`src/rtl/resv_pkg.sv`:
```
// Shared transfer-kind encoding for the reservation monitor.
// Assumes bus_kind is a 2-bit field decoded identically by all agents.
package resv_pkg;
    typedef enum logic [1:0] {
        XK_LOAD  = 2'd0,
        XK_STORE = 2'd1,
        XK_LDRSV = 2'd2,
        XK_STCND = 2'd3
    } xfer_kind_e;
endpackage

```
`src/rtl/resv_slot.sv`:
```
// One reservation register: a valid flag plus the reserved granule.
// Assumes set and clr come from the decoder; set has priority because a
// single transfer never asks the same slot for both.
module resv_slot #(
    parameter int GW = 14
) (
    input  logic          clk,
    input  logic          rst_n,
    input  logic          set,
    input  logic          clr,
    input  logic [GW-1:0] set_gran,
    output logic          vld_q,
    output logic [GW-1:0] gran_q
);
    // Update the reservation flag and granule on each clock.
    always_ff @(posedge clk) begin
        if (!rst_n) begin
            vld_q  <= 1'b0;
            gran_q <= '0;
        end else if (set) begin
            vld_q  <= 1'b1;
            gran_q <= set_gran;
        end else if (clr) begin
            vld_q  <= 1'b0;
        end
    end


    rst_clear_chk: assert property (@(posedge clk) disable iff (!rst_n)
        !$past(rst_n) |-> !vld_q);

    set_load_chk: assert property (@(posedge clk) disable iff (!rst_n)
        set |=> (vld_q && gran_q == $past(set_gran)));

    clr_drop_chk: assert property (@(posedge clk) disable iff (!rst_n)
        (clr && !set) |=> !vld_q);
endmodule

```
`src/rtl/resv_decode.sv`:
```
// Combinational decode of one bus transfer against all held reservations.
// Produces per-slot set/clear requests and the store-conditional verdict.
// Assumes IDs at or above N_MASTERS cannot reserve.
module resv_decode
    import resv_pkg::*;
#(
    parameter int N_MASTERS = 3,
    parameter int MID_W     = 2,
    parameter int GW        = 14
) (
    input  logic                    bus_vld,
    input  logic [MID_W-1:0]        bus_mid,
    input  logic [GW-1:0]           bus_gran,
    input  logic [1:0]              bus_kind,
    input  logic [N_MASTERS-1:0]    hold_vld,
    input  logic [N_MASTERS-1:0][GW-1:0] hold_gran,
    output logic [N_MASTERS-1:0]    set_vec,
    output logic [N_MASTERS-1:0]    clr_vec,
    output logic                    sc_ok,
    output logic                    wr_inhibit
);
    logic [N_MASTERS-1:0] own;
    logic [N_MASTERS-1:0] hit;
    logic is_sc, is_st, is_lr, sc_match, writes;

    // Classify the transfer kind.
    always_comb begin
        is_sc = bus_vld && (xfer_kind_e'(bus_kind) == XK_STCND);
        is_st = bus_vld && (xfer_kind_e'(bus_kind) == XK_STORE);
        is_lr = bus_vld && (xfer_kind_e'(bus_kind) == XK_LDRSV);
    end

    // Find the issuer's slot and every slot that holds the addressed granule.
    always_comb begin
        sc_match = 1'b0;
        for (int m = 0; m < N_MASTERS; m++) begin
            own[m] = (bus_mid == MID_W'(m));
            hit[m] = hold_vld[m] && (hold_gran[m] == bus_gran);
            sc_match = sc_match | (own[m] & hit[m]);
        end
    end

    // Derive the verdict and the set/clear requests.
    always_comb begin
        sc_ok      = is_sc && sc_match;
        wr_inhibit = is_sc && !sc_match;
        writes     = is_st || sc_ok;
        for (int m = 0; m < N_MASTERS; m++) begin
            set_vec[m] = is_lr && own[m];
            clr_vec[m] = (is_sc && own[m]) || (writes && !own[m] && hit[m]);
        end
    end
endmodule

```
`src/rtl/resv_monitor.sv`:
```
// Reservation monitor for a single-level shared bus. Snoops every
// transfer, holds one reservation per capable master and answers each
// store-conditional in the cycle it is presented.
// Assumes one transfer per clock and inputs stable while bus_vld is high.
module resv_monitor
    import resv_pkg::*;
#(
    parameter int N_MASTERS  = 3,
    parameter int MID_W      = 2,
    parameter int ADDR_W     = 16,
    parameter int GRAN_BYTES = 4
) (
    input  logic              clk,
    input  logic              rst_n,
    input  logic              bus_vld,
    input  logic [MID_W-1:0]  bus_mid,
    input  logic [ADDR_W-1:0] bus_addr,
    input  logic [1:0]        bus_kind,
    output logic              sc_ok,
    output logic              wr_inhibit
);
    localparam int GLSB = $clog2(GRAN_BYTES);
    localparam int GW   = ADDR_W - GLSB;

    logic [GW-1:0]                 bus_gran;
    logic [N_MASTERS-1:0]          hold_vld;
    logic [N_MASTERS-1:0][GW-1:0]  hold_gran;
    logic [N_MASTERS-1:0]          set_vec;
    logic [N_MASTERS-1:0]          clr_vec;

    // Drop the byte offset inside a granule.
    assign bus_gran = bus_addr[ADDR_W-1:GLSB];

    resv_decode #(.N_MASTERS(N_MASTERS), .MID_W(MID_W), .GW(GW)) u_dec (
        .bus_vld    (bus_vld),
        .bus_mid    (bus_mid),
        .bus_gran   (bus_gran),
        .bus_kind   (bus_kind),
        .hold_vld   (hold_vld),
        .hold_gran  (hold_gran),
        .set_vec    (set_vec),
        .clr_vec    (clr_vec),
        .sc_ok      (sc_ok),
        .wr_inhibit (wr_inhibit)
    );

    for (genvar m = 0; m < N_MASTERS; m++) begin : g_slot
        resv_slot #(.GW(GW)) u_slot (
            .clk      (clk),
            .rst_n    (rst_n),
            .set      (set_vec[m]),
            .clr      (clr_vec[m]),
            .set_gran (bus_gran),
            .vld_q    (hold_vld[m]),
            .gran_q   (hold_gran[m])
        );


        own_store_keep_chk: assert property (@(posedge clk) disable iff (!rst_n)
            (bus_vld && bus_kind == 2'd1 && bus_mid == MID_W'(m))
            |=> (hold_vld[m] == $past(hold_vld[m])));
    end


    sc_excl_chk: assert property (@(posedge clk) disable iff (!rst_n)
        (bus_vld && bus_kind == 2'd3) |-> $countones({sc_ok, wr_inhibit}) == 1);

    quiet_chk: assert property (@(posedge clk) disable iff (!rst_n)
        !(bus_vld && bus_kind == 2'd3) |-> !(sc_ok || wr_inhibit));

    nocap_fail_chk: assert property (@(posedge clk) disable iff (!rst_n)
        (bus_vld && bus_kind == 2'd3 && int'(bus_mid) >= N_MASTERS) |-> wr_inhibit);
endmodule

```
`config.mk`:
```
export PLATFORM = sky130hd
export DESIGN_NAME = resv_monitor
export DESIGN_NICKNAME = d
export VERILOG_FILES = /design/src/rtl/resv_pkg.sv /design/src/rtl/resv_slot.sv /design/src/rtl/resv_decode.sv /design/src/rtl/resv_monitor.sv
export SDC_FILE = /design/constraint.sdc
export NUM_CORES = 1
export LEC_CHECK = 0
export ABC_AREA = 1
export CAP_MARGIN = 25
export CORE_ASPECT_RATIO = 0.6
export CORE_MARGIN = 2
export CORE_UTILIZATION = 41
export CTS_CLUSTER_SIZE = 12
export DETAILED_ROUTE_END_ITERATION = 10
export PLACE_DENSITY_LB_ADDON = 0.08
export SYNTH_ARGS = -nofsm -noshare
export SYNTH_HDL_FRONTEND = slang
export SYNTH_SLANG_ARGS = --single-unit
```
`constraint.sdc`:
```
create_clock -name clk -period 1.21 [get_ports clk]
set_input_delay 0.242 -clock clk [delete_from_list [all_inputs] [get_ports clk]]
set_output_delay 0.242 -clock clk [all_outputs]
set_load 0.03 [all_outputs]
```
[Yosys cells after proc, flatten, opt, wreduce, memory -nomap -nowiden]
Index checks and enable logic that the tools add are counted.
Storage, ports and cells
  bits in registers: 45
  input port bits: 23
  output and inout bits: 2
Operators by class
  eq/ne operators: 8
  mux-type cells: 6
  bitwise logic cells: 5
  reductions and logical operators: 32
Operators by type and width (count)
  $eq 14x14->1: 3
  $logic_and 1x1->1: 20
  $eq 2x2->1 const B: 3
  $mux 1: 6
  $reduce_bool 2->1: 3
  $eq 2x1->1 const B: 2
  $logic_not 1->1: 4
  $logic_or 1x1->1: 4
  $and 1x1->1: 3
  $logic_not 2->1: 1
  $or 1x1->1: 2

[Longest topological paths before layout]
Gate-level depths: netlist of the first run.
  depth in word-level cells: 12
  depth in mapped cells: 11
  mapped depth without buffers: 11

[Cells and area by module]
From an unflattened synthesis of the first run, not the netlist that was laid out.
Second synthesis, totals
  cells, all modules: 411
  area, all modules: 2548.7 um^2
Modules (own cells, without submodules)
  resv_slot: instances 3, cells an instance 65, area an instance 545.5 um^2, sequential area each 300.3 um^2
  resv_decode: instances 1, cells an instance 216, area an instance 912.1 um^2, sequential area each 0.0 um^2

[Worst setup path after synthesis of the first run]
No wires, ideal clock.
  path type: input-to-output
  start: in bus_addr[13]
  end: out wr_inhibit
  arrival time: 1444 ps
  setup slack: -476 ps
  cell stages on the path: 9
  buffers on the path: 0
  path through: inv_1 -> nand2_1 -> nand2_1 -> nor2_1 -> nand2_1 -> nor2_2 -> nand3_2 -> nand3_1 -> nor3_1
Between the ends
  word-level cells in the longest chain between the ends: 7
  elaborated cells on any way between the ends: 13
RTL lines
  start: declaration: line resv_monitor.sv:17  | input logic [ADDR_W-1:0] bus_addr,
  $eq 14x14->1: line resv_decode.sv:38  | hit[m] = hold_vld[m] && (hold_gran[m] == bus_gran);
  $logic_and 1x1->1: line resv_decode.sv:38
  $and 1x1->1: line resv_decode.sv:39  | sc_match = sc_match | (own[m] & hit[m]);
  $or 1x1->1: line resv_decode.sv:39
  $or 1x1->1 *: line resv_decode.sv:39
  $logic_not 1->1 *: line resv_decode.sv:46  | wr_inhibit = is_sc && !sc_match;
  $logic_and 1x1->1 *: line resv_decode.sv:46
  end: declaration: line resv_monitor.sv:20  | output logic wr_inhibit
Every way passes the cells marked *; elsewhere a longest branch is shown, timed or not.

[Worst setup path after layout of the first run]
  start: reg g_slot[2].u_slot.gran_q[6]
  end: out sc_ok
Between the ends
  word-level cells in the longest chain between the ends: 5
RTL lines
  start: declaration: line resv_slot.sv:13  | output logic [GW-1:0] gran_q
  start signal: assignment: line resv_slot.sv:22  | gran_q <= set_gran;
  $eq 14x14->1: line resv_decode.sv:38
  $logic_and 1x1->1: line resv_decode.sv:38
  $and 1x1->1: line resv_decode.sv:39
  $or 1x1->1: line resv_decode.sv:39
  $logic_and 1x1->1: line resv_decode.sv:45  | sc_ok = is_sc && sc_match;
  end: declaration: line resv_monitor.sv:19  | output logic sc_ok,
Every way passes these cells.

==> out/qor.yml, run 1 <==
ys_types: 21
synth_edf_count: 0
end_kind: "output pin"
clkPwrFrac: 0.310
finalSetupTns_ns: -6.47
synth_top_cells_by_count: "110 x nand2_1, 46 x a21oi_1, 45 x dfxtp_1, 45 x inv_1, 45 x o21ai_0"
grt_max_degree: 44
grt_pass1_wl_um: 10900
swShare: 0.276
dieArea_um2: 6410
synthCells: 372
insertedDiodeCount: 0
grt_overflow: 0
clock-root-buffer: "clkbuf_8"
hold_viol_final: 0
slowest_stage: "dfxtp_2"
final_area_um2: 3380
ys_seq_area_frac: 0.381
drt_iter0_drc: 160
cts_sinks: 45
antenna_found_initial: 0
fp-row-count: 21
ys_ff_latch: 45
period_share: 1.54
clk_pin_slew_ns: 0.08
cts_buffer_depth: 2
wl_um: 6900
cp-start-kind: "flop"
place_ws_ns: -0.862
yosys_warnings: 0
yosysTopAreaCell: "dfxtp_1"
timing.rr.start: "g_slot[1].u_slot.gran_q[7]$_SDFFE_PN0P_"
clock_skew_ns: 0.00211
cts_buffers: 5
io_buffers: 22
internal_power_mw: 2.13
ir_drop_v: 0.000553
route.detailed.drc: 0
hold_class: "primary input to flop"
power.leakage_nw: 1.47
power_switching_mw: 0.813
drive_above_1_share: 0.354
total_power_mw: 2.94
whs_ns: 0.303
nets: 467
start_util: 0.424
fp.dieW_um: 102
status: "finished with violations"
slowest_delay_ns: 0.34
area_growth_syn_to_layout_pct: 43.1
critPathMaxFanout: 3
grtUsageTotal: 0.219
syn_nets: 395
crit_path_cell_trace: "inv_1, nand2_1, nand2_1, nor2_1, nand2_1, nor2_2, nand3_2, nand3_4, nand2_2, inv_2, buf_6"
synth.cell_area_um2: 2360
synthFlopType: "dfxtp_1"
drv_cap: 0
wire_per_inst_um: 13.2
grt_pass1_vias: 2214
fillers: 524
viasPerCell: 4.77
p_seq_frac: 0.522
fmax_mhz: 536
path_class: "flop to output pin"
crit_path_frequent_cell: "nand2_1"
final-setup-viol-count: 47
hp-start: "bus_addr[15]"
slew_violations: 0
postSynthAreaPerCell_um2: 6.35
startpoint: "g_slot[2].u_slot.gran_q[6]$_SDFFE_PN0P_"
maxSlewHeadroom: 0.803
period_needed_ns: 1.87
yosysMostFrequentCell: "nand2_1"
vias: 2498
cp_data_arrival_time_ns: 1.62
worst_pin_slew_ns: 0.296
violations: "negative setup slack"
gp_congestion: 0.825
insertion_delay_ns: 0.29
die_y_um: 62.8
rsz0062_at_grt: "yes"
io_pins: 25
power-per-cell-area_nw_per_um2: 870
fin_ws_ns: -0.656
drtPass1Iterations: 6
h-tree-depth: 2
dpl.hpwl_um: 4790
combPwrFrac: 0.168
place_area_um2: 2990
ant_nets: 0
cts_tree: "yes"
ys_async_sr_fraction: 0
crit_required_ns: 0.97
yosys.area.top_type_share: 0.381
core_um2: 5570
synth.area.top_cells: "dfxtp_1 38%, nand2_1 17%, a21oi_1 9.7%, o21ai_0 9.5%, inv_1 7.1%"
## flip-flops by register name, indices dropped and copies added, names as in the netlist
signal,cells
g_slot.u_slot.gran_q,42
g_slot.u_slot.vld_q,3
## kinds of logic (layout without fill, tap and decap cells)
kind of cell | count (synthesis) | count (layout) | share of synthesized area
AND/OR/NAND/NOR | 156 | 156 | 0.272
AO/OA/AOI/OAI | 96 | 96 | 0.206
buffers and inverters | 68 | 140 | 0.114
flip-flops | 45 | 45 | 0.381
XOR/XNOR | 7 | 7 | 0.0259
## critical path, delay by kind of cell, from the launching register on
family	cells	cell delay [ns]
buf+inv	3	0.21
simple gates	8	0.78
flops	1	0.34
## power by group through the flow
stage               Sequential [mW]  Clock (mW)  Combinational (mW)
detailed placement             1.57           0               0.446
global placement               1.57           0               0.444
CTS                            1.53       0.942               0.449
floorplan                      1.56           0               0.214
global route                   1.54        1.02               0.546
finish                         1.53       0.913               0.495
## placed cells by master (no fill, tap or decap), drive strengths merged
cell / n
nand2: 111
inv: 57
buf: 56
o21ai: 47
a21oi: 46
dfxtp: 45
nor2: 31
nand3: 12
dlygate4sd2: 10
xnor2: 7
clkbuf: 7
clkdlybuf4s50: 4
a21boi: 3
clkdlybuf4s15: 3
dlymetal6s2s: 2
nor3: 1
nand4: 1
clkinv: 1
## layout make-up
class,count,area (um^2),area share
multi-input combinational,259,1400,0.412
sequential,45,923,0.273
timing repair buffer,76,669,0.198
inverter,57,214,0.0632
tap,80,100,0.0296
clock buffer,6,72.6,0.0214
clock inverter,1,8.76,0.00259
## layer usage
metal	share of wire	routed length, um	global-route usage
met4	0.0067	46	0.0433
met2	0.41	2860	0.293
met5	0	0	0
met1	0.52	3590	0.357
met3	0.059	404	0.0414
## per-stage QoR
step	util	instances
floorplan	-	372
global placement	0.538	505
detailed placement	0.538	505
CTS	0.574	522
global route	0.607	524
finish	0.607	524
## final timing paths
check	cells after the start	slack (ns)	end
hold / removal	3	0.30	g_slot[2].u_slot.gran_q[13]$_SDFFE_PN0P_
setup / recovery	11	-0.66	sc_ok
hold reg to reg	2	0.48	g_slot[1].u_slot.gran_q[3]$_SDFFE_PN0P_
setup reg to reg	13	-0.44	g_slot[1].u_slot.vld_q$_SDFFE_PN0P_
## timing repair
action | CTS | global route
buffers inserted | 9 | 8
hold buffers | 0 | 0
cloned | 1 | 0
gates resized for setup | 36 | 77
setup endpoints to repair | 47 | 47
pin swaps | 9 | 32
No activity file was read; power rests on OpenSTA's default activity.
==> run 2: changes to the inputs <==
- ABC_AREA: 1 -> unset
==> out/qor.yml, run 2 <==
fillers: 521
drt_iter0_drc: 85
total_power_mw: 3.02
antenna_found_initial: 0
io_pins: 25
synth_edf_count: 0
rsz0062_at_grt: "yes"
final_common_cell: "nand2_1"
route.detailed.drc: 0
fmax_mhz: 470
synthCells: 290
synth_top_cells_by_count: "90 x nand2_1, 45 x dfxtp_1, 38 x xnor2_1"
cts_sinks: 45
io_buffers: 22
critPathMaxFanout: 2
holdPathStages: 3
hold_class: "primary input to flop"
yosys_warnings: 0
gp_congestion: 0.953
final_area_um2: 3470
start_util: 0.430
grt_pass1_wl_um: 10900
cp-start-kind: "flop"
clock-root-buffer: "clkbuf_8"
wl_um: 6800
multiInputGateArea_um2: 1620
yosysTopAreaCell: "dfxtp_1"
ys_async_sr_fraction: 0
grtUsageTotal: 0.220
synth.area.top_cells: "dfxtp_1 37%, nand2_1 14%, xnor2_1 14%, a21boi_1 8.7%, a21boi_0 4.3%"
postSynthAreaPerCell_um2: 8.38
cts_buffer_depth: 2
synthFlopType: "dfxtp_1"
dpl.hpwl_um: 4680
period_needed_ns: 2.13
viasPerCell: 4.85
clock_skew_ns: 0.00595
clk_pin_slew_ns: 0.09
final-setup-viol-count: 5
path_class: "flop to output pin"
place_area_um2: 3020
die_y_um: 63.6
maxSlewHeadroom: 0.761
nets: 379
h-tree-depth: 2
ir_drop_v: 0.000499
place_ws_ns: -1.47
placed_cells: 411
drtPass1Iterations: 4
ff2ff_path_depth: 9
fp.dieW_um: 103
violations: "negative setup slack"
status: "finished with violations"
fin_cells: 437
whs_ns: 0.273
period_share: 1.76
grt_pass1_vias: 2195
ys_ff_latch: 45
largest-register: "g_slot.u_slot.gran_q"
fp-row-count: 21
hold_viol_final: 0
grt_overflow: 0
dieArea_um2: 6580
final_cell_mix: "83 x nand2_1, 49 x buf_4, 34 x a21boi_1"
slew_violations: 0
cts_buffers: 5
ant_nets: 0
ys_types: 32
ys_seq_area_frac: 0.371
drv_cap: 0
vias: 2120
yosys.area.top_type_share: 0.371
reg_top3: "g_slot.u_slot.gran_q (42), g_slot.u_slot.vld_q (3)"
drive_above_1_share: 0.401
syn_nets: 313
largest_register_ffs: 42
fin_ws_ns: -0.918
grt_max_degree: 27
power-per-cell-area_nw_per_um2: 869
insertedDiodeCount: 0
regArea_um2: 918
worst_pin_slew_ns: 0.359
power.leakage_nw: 1.29
area_growth_syn_to_layout_pct: 42.8
end_kind: "output pin"
crit_required_ns: 0.97
yosysMostFrequentCell: "nand2_1"
core_um2: 5650
wire_per_inst_um: 15.6
cp_data_arrival_time_ns: 1.89
insertion_delay_ns: 0.30
cts_tree: "yes"
synth.cell_area_um2: 2430
## run 2: cell count changes after synthesis, moves of 8 or more
cell / change
xnor2_1: +31
nand2_1: -20
inv_1: -45
a21boi_0: +11
a21oi_1: -44
inv_2: -12
o21ai_0: -43
nor2_1: -22
buf_6: +8
a21boi_1: +28
nand4_1: +11
## run 2: logic make-up (layout without fill, tap and decap cells)
group	count (synthesis)	after routing	synth area share
AOI/OAI and AO/OA	53	53	0.159
xor gates and xnor gates	42	42	0.164
buffers and inverters	28	95	0.0829
DFF	45	45	0.371
and+or+nand+nor	122	122	0.224
## run 2: where the power goes
group | switching [mW] | internal [mW]
combinational | 0.235 | 0.273
clock | 0.531 | 0.464
sequential | 0.0168 | 1.50
## run 2: cell type report
type	instances	area share
clock inverters	2	0.00397
repair buffers	87	0.212
clock buffers	6	0.0238
multi-input cells	217	0.467
flip-flops and latches	45	0.265
well taps	80	0.0288
## run 2: timing repair
item	in CTS	in global routing
hold buffers	0	0
gates cloned	2	0
endpoints found under the setup margin	47	37
resized for setup	74	37
pin swaps	24	22
setup buffers	15	6
## run 2: per-layer routing
layer / GRT usage / part of all wire / vias up
met5: 0 / 0 / -
met4: 0.0461 / 0.0063 / 0
met3: 0.0411 / 0.068 / 4
met2: 0.334 / 0.44 / 52
met1: 0.324 / 0.49 / 984
li1: - / - / 1080
## run 2: final timing paths
| kind | startpoint | endpoint | slack, ns |
|---|---|---|---|
| max | g_slot[0].u_slot.gran_q[8]$_SDFFE_PN0P_ | sc_ok | -0.92 |
| min | bus_addr[4] | g_slot[0].u_slot.gran_q[2]$_SDFFE_PN0P_ | 0.27 |
| max reg2reg | g_slot[0].u_slot.gran_q[5]$_SDFFE_PN0P_ | g_slot[0].u_slot.vld_q$_SDFFE_PN0P_ | -0.53 |
| min reg2reg | g_slot[0].u_slot.gran_q[2]$_SDFFE_PN0P_ | g_slot[0].u_slot.gran_q[2]$_SDFFE_PN0P_ | 0.47 |
## run 2: critical path, cell delays in order, from the launching register on
cell and delay (ns):
dfxtp_1 0.44, xnor2_4 0.16, nand4b_1 0.14, nor4_2 0.34, o21bai_2 0.11, buf_6 0.13, a21oi_4 0.13, buf_6 0.15
## run 2: stage by stage
stage | TNS, ns | utilization
after floorplan | -1.85 | -
after global placement | -32.15 | 0.534
after detailed placement | -32.57 | 0.534
after CTS | -3.75 | 0.599
after global routing | -3.83 | 0.614
final | -3.34 | 0.614
==> run 3: changes to the inputs <==
- GPL_TIMING_DRIVEN: unset -> 0
==> out/qor.yml, run 3 (synthesis gave the netlist of run 2 again) <==
vias: 1987
dieArea_um2: 6580
grt_pass1_vias: 1957
insertedDiodeCount: 0
clk_pin_slew_ns: 0.08
final-setup-viol-count: 5
fmax_mhz: 474
regArea_um2: 915
grt_overflow: 0
final_common_cell: "nand2_1"
wl_um: 6580
min_to: "g_slot[0].u_slot.gran_q[8]$_SDFFE_PN0P_"
fin_cells: 394
period_share: 1.74
fp-row-count: 21
r2r-end: "g_slot[2].u_slot.vld_q$_SDFFE_PN0P_"
ir_drop_v: 0.000636
cts_tree: "yes"
gp_congestion: 0.821
fillers: 551
hp-start: "bus_addr[10]"
violations: "negative setup slack"
cp-start-kind: "flop"
ant_nets: 0
status: "finished with violations"
holdPathStages: 3
clock-root-buffer: "clkbuf_8"
reg_top3: "g_slot.u_slot.gran_q (42), g_slot.u_slot.vld_q (3)"
slew_violations: 0
end_kind: "output pin"
h-tree-depth: 2
die_y_um: 63.6
whs_ns: 0.183
hold_viol_final: 0
timing.rr.start: "g_slot[2].u_slot.gran_q[8]$_SDFFE_PN0P_"
nets: 336
reg2reg_slack_ns: -0.53
total_power_mw: 3.15
clock_skew_ns: 0.00580
largest_register_ffs: 42
finalSetupTns_ns: -3.30
power-per-cell-area_nw_per_um2: 1020
cts_buffer_depth: 2
drtPass1Iterations: 4
area_growth_syn_to_layout_pct: 27.3
final_cell_mix: "83 x nand2_1, 34 x dfxtp_1, 29 x a21boi_1"
start_util: 0.430
period_needed_ns: 2.11
cts_sinks: 45
ctsHoldBuffers: 0
fp.dieW_um: 103
multiInputGateArea_um2: 1540
fin_ws_ns: -0.901
route.detailed.drc: 0
path_class: "flop to output pin"
grt_pass1_wl_um: 10100
io_buffers: 7
cts_buffers: 5
antenna_found_initial: 0
cp_data_arrival_time_ns: 1.87
io_pins: 25
grt_max_degree: 14
power.leakage_nw: 1.04
drv_cap: 0
dpl.hpwl_um: 4380
placed_cells: 377
hold_class: "primary input to flop"
viasPerCell: 5.04
maxSlewHeadroom: 0.658
critPathMaxFanout: 3
drive_above_1_share: 0.312
worst_pin_slew_ns: 0.513
largest-register: "g_slot.u_slot.gran_q"
startpoint: "g_slot[2].u_slot.gran_q[8]$_SDFFE_PN0P_"
crit_required_ns: 0.97
core_um2: 5650
drt_iter0_drc: 103
grtUsageTotal: 0.212
ff2ff_path_depth: 7
wire_per_inst_um: 16.7
insertion_delay_ns: 0.30
rsz0062_at_grt: "yes"
==> run 3: changes by cell type in the layout (fill, tap and decap cells not counted), sizes merged <==
cell	previous run	this run
clkinv	2	0
buf	69	39
clkbuf	11	12
bufinv	0	1
clkdlybuf4s50	1	0
dlygate4sd2	12	0
==> run 3: per-layer routing <==
metal | up-vias | part of all wire | global-route usage
met3 | 7 | 0.053 | 0.0411
met2 | 43 | 0.40 | 0.300
met4 | 0 | 0.0087 | 0.0576
li1 | 994 | - | -
met1 | 943 | 0.54 | 0.324
met5 | - | 0 | 0
==> run 3: stage by stage <==
stage                util  setup WS [ns]  area (um^2)
global route        0.548         -0.946         3090
detailed placement  0.478          -1.39         2700
CTS                 0.528         -0.875         2980
global placement    0.478          -1.39         2700
finish              0.548         -0.901         3090
floorplan               -         -0.342         2530
==> run 3: timing repair <==
| item | CTS | global route |
|---|---|---|
| buffers inserted | 6 | 4 |
| endpoints found under the hold margin | 0 | 0 |
| endpoints found under the setup margin | 47 | 36 |
| pin swaps | 15 | 15 |
| cloned | 1 | 1 |
| resized for setup | 58 | 33 |
==> run 3: how the worst max path moves through the flow <==
stage	endpoint	slack, ns	cells after the start
after floorplan	sc_ok	-0.34	6
after global placement	sc_ok	-1.39	6
after detailed placement	sc_ok	-1.39	6
after CTS	sc_ok	-0.87	6
after global routing	sc_ok	-0.95	6
final	sc_ok	-0.90	6
==> run 3: cell type report <==
class | count | share of cell area
tap | 80 | 0.0324
clock buffer | 7 | 0.0279
multi-input combinational | 217 | 0.498
timing repair buffer | 19 | 0.0595
clock inverter | 1 | 0.00971
sequential | 45 | 0.296
buffer | 25 | 0.0765
==> run 3: report_power, final <==
| group | total [mW] | internal [mW] | switching, mW |
|---|---|---|---|
| Combinational | 0.431 | 0.214 | 0.217 |
| Clock | 1.20 | 0.674 | 0.529 |
| Sequential | 1.51 | 1.50 | 0.0149 |
| Total | 3.15 | 2.39 | 0.761 |
==> run 3: worst max-delay path, cell delays in order (launching register included) <==
cell and delay (ns):
dfxtp_2 0.34, xnor2_2 0.18, nand4_1 0.19, nor4_2 0.36, o21bai_2 0.17, a21oi_4 0.18, buf_6 0.15
